### config.mk
export PLATFORM = sky130hd
export DESIGN_NAME = nand_access_seq
export DESIGN_NICKNAME = d
export VERILOG_FILES = /design/src/rtl/nand_seq_pkg.sv /design/src/rtl/nand_phase_ctrl.sv /design/src/rtl/nand_bus_ctrl.sv /design/src/rtl/nand_access_seq.sv
export SDC_FILE = /design/constraint.sdc
export NUM_CORES = 1
export LEC_CHECK = 0
export BUFFER_PORTS_ARGS = -buffer_cell sky130_fd_sc_hd__buf_2
export CAP_MARGIN = 20
export CELL_PAD_IN_SITES_DETAIL_PLACEMENT = 2
export CELL_PAD_IN_SITES_GLOBAL_PLACEMENT = 2
export CORE_ASPECT_RATIO = 0.75
export CORE_UTILIZATION = 34
export CTS_BUF_LIST = sky130_fd_sc_hd__clkbuf_4
export DETAILED_ROUTE_END_ITERATION = 7
export GPL_TIMING_DRIVEN = 1
export PLACE_DENSITY = 0.78
export SLEW_MARGIN = 10
export SYNTH_ARGS = -nofsm -noshare
export SYNTH_HDL_FRONTEND = slang
export SYNTH_SLANG_ARGS = --single-unit
### constraint.sdc
create_clock -name clk -period 2.4 [get_ports clk]
set_input_delay 0.12 -clock clk [delete_from_list [all_inputs] [get_ports clk]]
set_output_delay 0.12 -clock clk [all_outputs]
set_load 0.05 [all_outputs]
### src/rtl/nand_seq_pkg.sv
package nand_seq_pkg;

  typedef enum logic [2:0] {
    ST_IDLE,
    ST_SETUP,
    ST_WAIT,
    ST_HOLD,
    ST_DONE
  } seq_state_e;

  localparam logic [7:0] SETUP_MIN = 8'd1;
  localparam logic [7:0] SETUP_MAX = 8'd255;
  localparam logic [7:0] WAIT_MIN  = 8'd2;
  localparam logic [7:0] WAIT_MAX  = 8'd255;
  localparam logic [7:0] HOLD_MIN  = 8'd1;
  localparam logic [7:0] HOLD_MAX  = 8'd254;
  localparam logic [7:0] HIZ_MIN   = 8'd1;
  localparam logic [7:0] HIZ_MAX   = 8'd255;

  // force a programmed duration into [lo, hi]
  function automatic logic [7:0] fit_range(input logic [7:0] v,
                                           input logic [7:0] lo,
                                           input logic [7:0] hi);
    logic [7:0] r;
    if (v < lo)      r = lo;
    else if (v > hi) r = hi;
    else             r = v;
    return r;
  endfunction

endpackage

### src/rtl/nand_phase_ctrl.sv
module nand_phase_ctrl
  import nand_seq_pkg::*;
(
  input  logic       clk,
  input  logic       rst_n,
  input  logic       start,
  input  logic [7:0] setup_len,
  input  logic [7:0] wait_len,
  input  logic [7:0] hold_len,
  output seq_state_e state,
  output logic       phase_last
);

  logic [7:0] left_q;
  logic       in_phase;

  assign in_phase   = (state == ST_SETUP) || (state == ST_WAIT) || (state == ST_HOLD);
  assign phase_last = in_phase && (left_q == 8'd0);

  always_ff @(posedge clk or negedge rst_n) begin
    if (!rst_n) begin
      state  <= ST_IDLE;
      left_q <= 8'd0;
    end else begin
      unique case (state)
        ST_IDLE: if (start) begin
          state  <= ST_SETUP;
          left_q <= setup_len - 8'd1;
        end
        ST_SETUP: if (phase_last) begin
          state  <= ST_WAIT;
          left_q <= wait_len - 8'd1;
        end else left_q <= left_q - 8'd1;
        ST_WAIT: if (phase_last) begin
          state  <= ST_HOLD;
          left_q <= hold_len - 8'd1;
        end else left_q <= left_q - 8'd1;
        ST_HOLD: if (phase_last) state <= ST_DONE;
                 else left_q <= left_q - 8'd1;
        ST_DONE: state <= ST_IDLE;
        default: state <= ST_IDLE;
      endcase
    end
  end

  assert_cnt_bound_R9: assert property (@(posedge clk) disable iff (!rst_n)
    in_phase |-> (left_q <= 8'd254));

  assert_done_single_R7: assert property (@(posedge clk) disable iff (!rst_n)
    (state == ST_DONE) |=> (state == ST_IDLE));

  assert_setup_order_R1: assert property (@(posedge clk) disable iff (!rst_n)
    (state == ST_IDLE) && start |=> (state == ST_SETUP));

endmodule

### src/rtl/nand_bus_ctrl.sv
module nand_bus_ctrl #(
  parameter int DW = 8,
  parameter int EW = 10
) (
  input  logic          clk,
  input  logic          rst_n,
  input  logic          start,
  input  logic          busy,
  input  logic          wr,
  input  logic [7:0]    hiz_len,
  input  logic          capture,
  input  logic [DW-1:0] dq_i,
  output logic          oe,
  output logic [DW-1:0] rd_data
);

  localparam logic [EW-1:0] EL_MAX = {EW{1'b1}};

  logic [EW-1:0] elapsed_q;

  always_ff @(posedge clk or negedge rst_n) begin
    if (!rst_n) begin
      elapsed_q <= '0;
      rd_data   <= '0;
    end else begin
      if (start)
        elapsed_q <= '0;
      else if (busy && elapsed_q != EL_MAX)
        elapsed_q <= elapsed_q + 1'b1;
      if (capture)
        rd_data <= dq_i;
    end
  end

  assign oe = busy && wr && (elapsed_q >= EW'(hiz_len));

  assert_oe_write_only_R5: assert property (@(posedge clk) disable iff (!rst_n)
    oe |-> wr);

  assert_oe_no_gap_R4: assert property (@(posedge clk) disable iff (!rst_n)
    busy && $past(busy) && $past(oe) |-> oe);

endmodule

### src/rtl/nand_access_seq.sv
module nand_access_seq
  import nand_seq_pkg::*;
#(
  parameter int DW = 8
) (
  input  logic          clk,
  input  logic          rst_n,
  input  logic          req_valid,
  output logic          req_ready,
  input  logic          req_write,
  input  logic [1:0]    req_addr_hi,
  input  logic [DW-1:0] req_wdata,
  input  logic [7:0]    cfg_setup,
  input  logic [7:0]    cfg_wait,
  input  logic [7:0]    cfg_hold,
  input  logic [7:0]    cfg_hiz,
  output logic          done,
  output logic [DW-1:0] rd_data,
  output logic          nce,
  output logic          nwe,
  output logic          nre,
  output logic          ale,
  output logic          cle,
  output logic [DW-1:0] dq_o,
  output logic          dq_oe,
  input  logic [DW-1:0] dq_i
);

  localparam int EW = 10;

  seq_state_e    state;
  logic          phase_last;
  logic          acc_start;
  logic          busy;
  logic          strobe_on;
  logic          rd_capture;
  logic [7:0]    setup_fit, wait_fit, hold_fit, hiz_fit;
  logic [7:0]    wait_q, hold_q, hiz_q;
  logic          wr_q;
  logic [1:0]    sel_q;
  logic [DW-1:0] wdata_q;

  assign setup_fit = fit_range(cfg_setup, SETUP_MIN, SETUP_MAX);
  assign wait_fit  = fit_range(cfg_wait,  WAIT_MIN,  WAIT_MAX);
  assign hold_fit  = fit_range(cfg_hold,  HOLD_MIN,  HOLD_MAX);
  assign hiz_fit   = fit_range(cfg_hiz,   HIZ_MIN,   HIZ_MAX);

  assign req_ready  = (state == ST_IDLE);
  assign acc_start  = req_valid && req_ready;
  assign busy       = (state == ST_SETUP) || (state == ST_WAIT) || (state == ST_HOLD);
  assign strobe_on  = (state == ST_WAIT);
  assign rd_capture = strobe_on && phase_last && !wr_q;

  always_ff @(posedge clk or negedge rst_n) begin
    if (!rst_n) begin
      wait_q  <= WAIT_MIN;
      hold_q  <= HOLD_MIN;
      hiz_q   <= HIZ_MIN;
      wr_q    <= 1'b0;
      sel_q   <= 2'b00;
      wdata_q <= '0;
    end else if (acc_start) begin
      wait_q  <= wait_fit;
      hold_q  <= hold_fit;
      hiz_q   <= hiz_fit;
      wr_q    <= req_write;
      sel_q   <= req_addr_hi;
      wdata_q <= req_wdata;
    end
  end

  nand_phase_ctrl u_phase (
    .clk        (clk),
    .rst_n      (rst_n),
    .start      (acc_start),
    .setup_len  (setup_fit),
    .wait_len   (wait_q),
    .hold_len   (hold_q),
    .state      (state),
    .phase_last (phase_last)
  );

  nand_bus_ctrl #(.DW(DW), .EW(EW)) u_bus (
    .clk     (clk),
    .rst_n   (rst_n),
    .start   (acc_start),
    .busy    (busy),
    .wr      (wr_q),
    .hiz_len (hiz_q),
    .capture (rd_capture),
    .dq_i    (dq_i),
    .oe      (dq_oe),
    .rd_data (rd_data)
  );

  assign nce  = !busy;
  assign nwe  = !(strobe_on && wr_q);
  assign nre  = !(strobe_on && !wr_q);
  assign ale  = busy && sel_q[1];
  assign cle  = busy && sel_q[0];
  assign dq_o = wdata_q;
  assign done = (state == ST_DONE);

  assert_strobe_excl_R2: assert property (@(posedge clk) disable iff (!rst_n)
    !(!nwe && !nre));

  assert_strobe_in_ce_R1: assert property (@(posedge clk) disable iff (!rst_n)
    (!nwe || !nre) |-> !nce);

  assert_busy_not_ready_R8: assert property (@(posedge clk) disable iff (!rst_n)
    !nce |-> !req_ready);

  assert_idle_lines_R6: assert property (@(posedge clk) disable iff (!rst_n)
    req_ready |-> (!ale && !cle && nce));

  assert_drive_stable_R3: assert property (@(posedge clk) disable iff (!rst_n)
    dq_oe && $past(dq_oe) |-> $stable(dq_o));

  assert_done_ce_high_R7: assert property (@(posedge clk) disable iff (!rst_n)
    done |-> nce);

endmodule

==> flow_metrics.py <==
metrics = {
    "run_status": {
        "status": "completed",
    },
    "synthesis": {
        "syn-cell-area_um2": 3760,
        "synthMuxAreaShare_pct": 3.50,
        "synth_cell_type_count": 70,
        "synth-adder-area-share_pct": 4.96,
        "synth_cells": 407,
        "yosys.area_share.xor_xnor_pct": 3.96,
        "syn_nets": 475,
        "yosysWarnings": 0,
        "synth_compound_area_share_pct": 15.3,
        "synthFlopType": "dfrtp_1",
        "ys_seq_elements": 64,
        "syn_avg_cell_area_um2": 9.23,
        "yosysSeqAreaShare_pct": 42.7,
        "synth-edff-count": 0,
        "synth_top_family_by_area": "simple AND/OR/NAND/NOR gates",
        "async_flop_share_pct": 100,
        "synthSimpleGateAreaFrac_pct": 24.7,
    },
    "timing": {
        "setup_violations": 0,
        "clock_skew_ns": 0.0189,
        "fin_crit_ns": 2.33,
        "rsz0062_at_grt": "no",
        "fin_ws_ns": 0.0730,
        "period_share_pct": 97.0,
        "hold_viol": 0,
        "fmax_mhz": 430,
        "slew_violations": 0,
        "finalSetupTns_ns": 0,
        "tightest_slew_ns": 0.794,
        "relSlewSlack_pct": 47.1,
    },
    "route": {
        "vias": 3637,
        "routed.top_layer": "met4",
        "wirelength_mm": 14.0,
        "wl_met3_um": 464,
        "dr.pass1.iters": 4,
        "wl_met1_mm": 6.25,
        "drc_errors": 0,
        "postRouteAntennaNets": 0,
        "wl_met2_mm": 7.07,
        "wl_per_cell_um": 20.8,
        "via_per_inst": 5.40,
        "drt_iter0_drc": 186,
    },
    "final_layout": {
        "stdcell_area_um2": 4900,
        "drive_gt1_share_pct": 25.6,
        "layout.nets": 599,
        "syn_to_final_growth_pct": 30.5,
    },
    "job": {
        "cap_violations": 0,
    },
    "grt": {
        "grt.overflow.total": 0,
        "grt_usage_pct": 26.3,
        "grt_max_degree": 36,
        "antenna_found_initial": 1,
        "first_global_vias": 4057,
        "grt_pass1_wl_mm": 22.4,
    },
    "worst_setup_path": {
        "path_class": "register to output pin",
        "cp.depth": 5,
        "path_delay_family": "simple AND/OR/NAND/NOR gates",
        "crit_path_end_kind": "output pin",
        "arrival_ns": 2.21,
        "cp_num_buf_inv": 1,
        "crit_fanout": 3,
        "r2r_slack_ns": 0.12,
        "crit_chain": "ha_1, or3_1, a2111oi_4, a21oi_1, clkbuf_4",
        "startpoint_type": "register",
        "required_ns": 2.28,
        "crit_path_top_delay_cell": "or3_1",
        "worstRegToRegCells": 6,
        "slowest_delay_ns": 0.46,
    },
    "placement": {
        "port_buffers": 77,
        "routabilityCongestion": 0.812,
        "dp_hpwl_mm": 8.92,
        "placed_area_um2": 4320,
        "post-place-ws_ns": 0.0558,
    },
    "worst_hold_path": {
        "worstHoldPathCells": 5,
        "hp-class": "input port to register",
    },
    "die": {
        "die_x_um": 123,
        "die_h_um": 93.0,
        "row_count": 32,
        "ios": 78,
        "initial_utilization_pct": 35.7,
        "core-area_um2": 10500,
        "die_area_um2": 11500,
    },
    "power": {
        "p_leak_nw": 2.36,
        "p_per_area_nw_per_um2": 1120,
        "ir_worst_vdd_mv": 0.439,
        "p_total_mw": 5.47,
    },
    "clock_network": {
        "htree_levels": 3,
        "path_clk_slew_ns": 0.13,
        "cts.sinks": 64,
        "ctsRootBufferMaster": "clkbuf_4",
        "numCtsBuffers": 9,
        "insertion_delay_ns": 0.44,
        "cts_tree": "built",
        "cts.path.max_buffers": 2,
    },
}
==> synth_stat cells, drive strengths merged (2+ instances only) <==
cell type	count	share of area [%]
inv	21	2.1
a22oi	4	0.80
o211ai	3	0.60
a21oi	12	1.6
a211oi	5	1.1
nand2	93	9.4
o22ai	4	0.67
and3	2	0.33
o221ai	2	0.47
xor2	12	2.8
o31ai	5	1.0
and2	6	1.0
o211a	2	0.53
xnor2	5	1.2
buf	10	2.1
o21a	2	0.40
nand3	11	1.5
a22o	3	0.70
clkbuf	7	0.70
nor4	6	1.0
nand3b	2	0.40
nor3	16	3.0
dfstp	3	2.1
mux2	9	3.5
nor2	19	2.2
nor2b	4	0.67
o21ai	24	3.3
and2b	2	0.47
a311oi	2	0.63
nor3b	3	0.60
or4	4	0.90
dfrtp	61	41
and4b	2	0.53
a32oi	2	0.47
nand4	2	0.33
nand2b	5	1.0
ha	14	4.7
==> final timing paths <==
kind,from,endpoint
setup / recovery,u_bus.elapsed_q[7]$_DFFE_PN0P_,dq_oe
hold / removal,cfg_hold[0],hold_q[0]$_DFFE_PN1P_
setup reg to reg,u_phase.left_q[0]$_DFFE_PN0P_,u_bus.rd_data[1]$_DFFE_PN0P_
hold reg to reg,dq_o[0]$_DFFE_PN0P_,dq_o[0]$_DFFE_PN0P_
max in group asynchronous,rst_n,hiz_q[0]$_DFFE_PN1P_
min in group asynchronous,rst_n,hold_q[6]$_DFFE_PN0P_
==> power by group <==
part           switching [mW]  internal [mW]  leakage [nW]
combinational            1.63          0.999          1.51
clock                   0.432          0.316        0.0727
sequential              0.542           1.55         0.777
==> tightest hold or removal path, cell delays in order <==
cell	delay [ns]
buf_2	0.11
o21ai_0	0.06
o21ai_0	0.09
nand2_1	0.08
o21ai_0	0.07
==> area by class of cell <==
type | count | area [um^2]
Antenna cell | 1 | 2.50
Clock buffer | 10 | 75.1
Clock inverter | 6 | 51.3
Fill cell | 1133 | 5630
Inverter | 21 | 78.8
Multi-Input combinational cell | 305 | 1990
Sequential cell | 64 | 1610
Tap cell | 136 | 170
Timing Repair Buffer | 130 | 931
==> flip-flops by register name, summed over array words and instances (netlist names) <==
name / flops
dq_o: 8
sel_q: 2
wait_q: 8
u_bus.rd_data: 8
u_phase.left_q: 8
u_phase.state: 3
hold_q: 8
u_bus.elapsed_q: 10
wr_q: 1
hiz_q: 8
==> per-stage QoR <==
stage	hold slack (ns)	cells	utilization, %
CTS	0.0892	672	46.4
global placement	0.226	613	41.1
floorplan	-0.176	407	-
detailed placement	0.239	613	41.1
finish	0.110	673	46.6
global route	0.120	673	46.6
==> per-layer routing <==
metal | vias to the layer above | track usage [%]
met1 | 1864 | 33.1
li1 | 1678 | -
met3 | 12 | 4.33
met4 | 0 | 8.63
met5 | - | 0
met2 | 83 | 45.5
==> placed cells by master (no fill, tap or decap), types with 3 or more instances in the layout <==
cell | Yosys | final
inv_1 | 20 | 20
and2_1 | 5 | 5
nor3_1 | 11 | 10
nor2_1 | 17 | 17
o211ai_1 | 3 | 3
o21ai_0 | 23 | 23
xor2_1 | 12 | 12
or4_1 | 3 | 3
a22oi_1 | 4 | 4
dlygate4sd3_1 | 0 | 43
mux2_4 | 8 | 8
nor3b_1 | 3 | 3
nor4_1 | 6 | 6
dfrtp_1 | 61 | 61
nor2b_1 | 4 | 4
xnor2_1 | 5 | 5
ha_1 | 14 | 14
nand2b_1 | 4 | 4
o31ai_1 | 5 | 5
o22ai_1 | 4 | 4
a21oi_1 | 12 | 12
clkinv_1 | 0 | 3
a211oi_1 | 4 | 4
nand3_1 | 11 | 11
nand2_1 | 92 | 92
clkbuf_4 | 0 | 11
buf_4 | 2 | 7
buf_2 | 4 | 76
dfstp_2 | 3 | 3
a22o_1 | 3 | 3
nor3_2 | 4 | 5
buf_12 | 0 | 3
==> timing repair <==
| item | 4_1_cts | 5_1_grt |
|---|---|---|
| setup buffers | 0 | 0 |
| cloned | 0 | 0 |
| setup endpoints to repair | 1 | 1 |
| resized for setup | 1 | 3 |
| hold endpoints to repair | 70 | 0 |
| hold buffers | 43 | 0 |
==> cell families after synthesis <==
group                      count (synthesis)
and+or+nand+nor                          182
AOI/OAI and AO/OA                         82
DFF                                       64
buffers and inverters                     38
xor gates and xnor gates                  17
adders and majority gates                 15
muxes                                      9
Note: power is estimated with default switching activity, not from simulation.
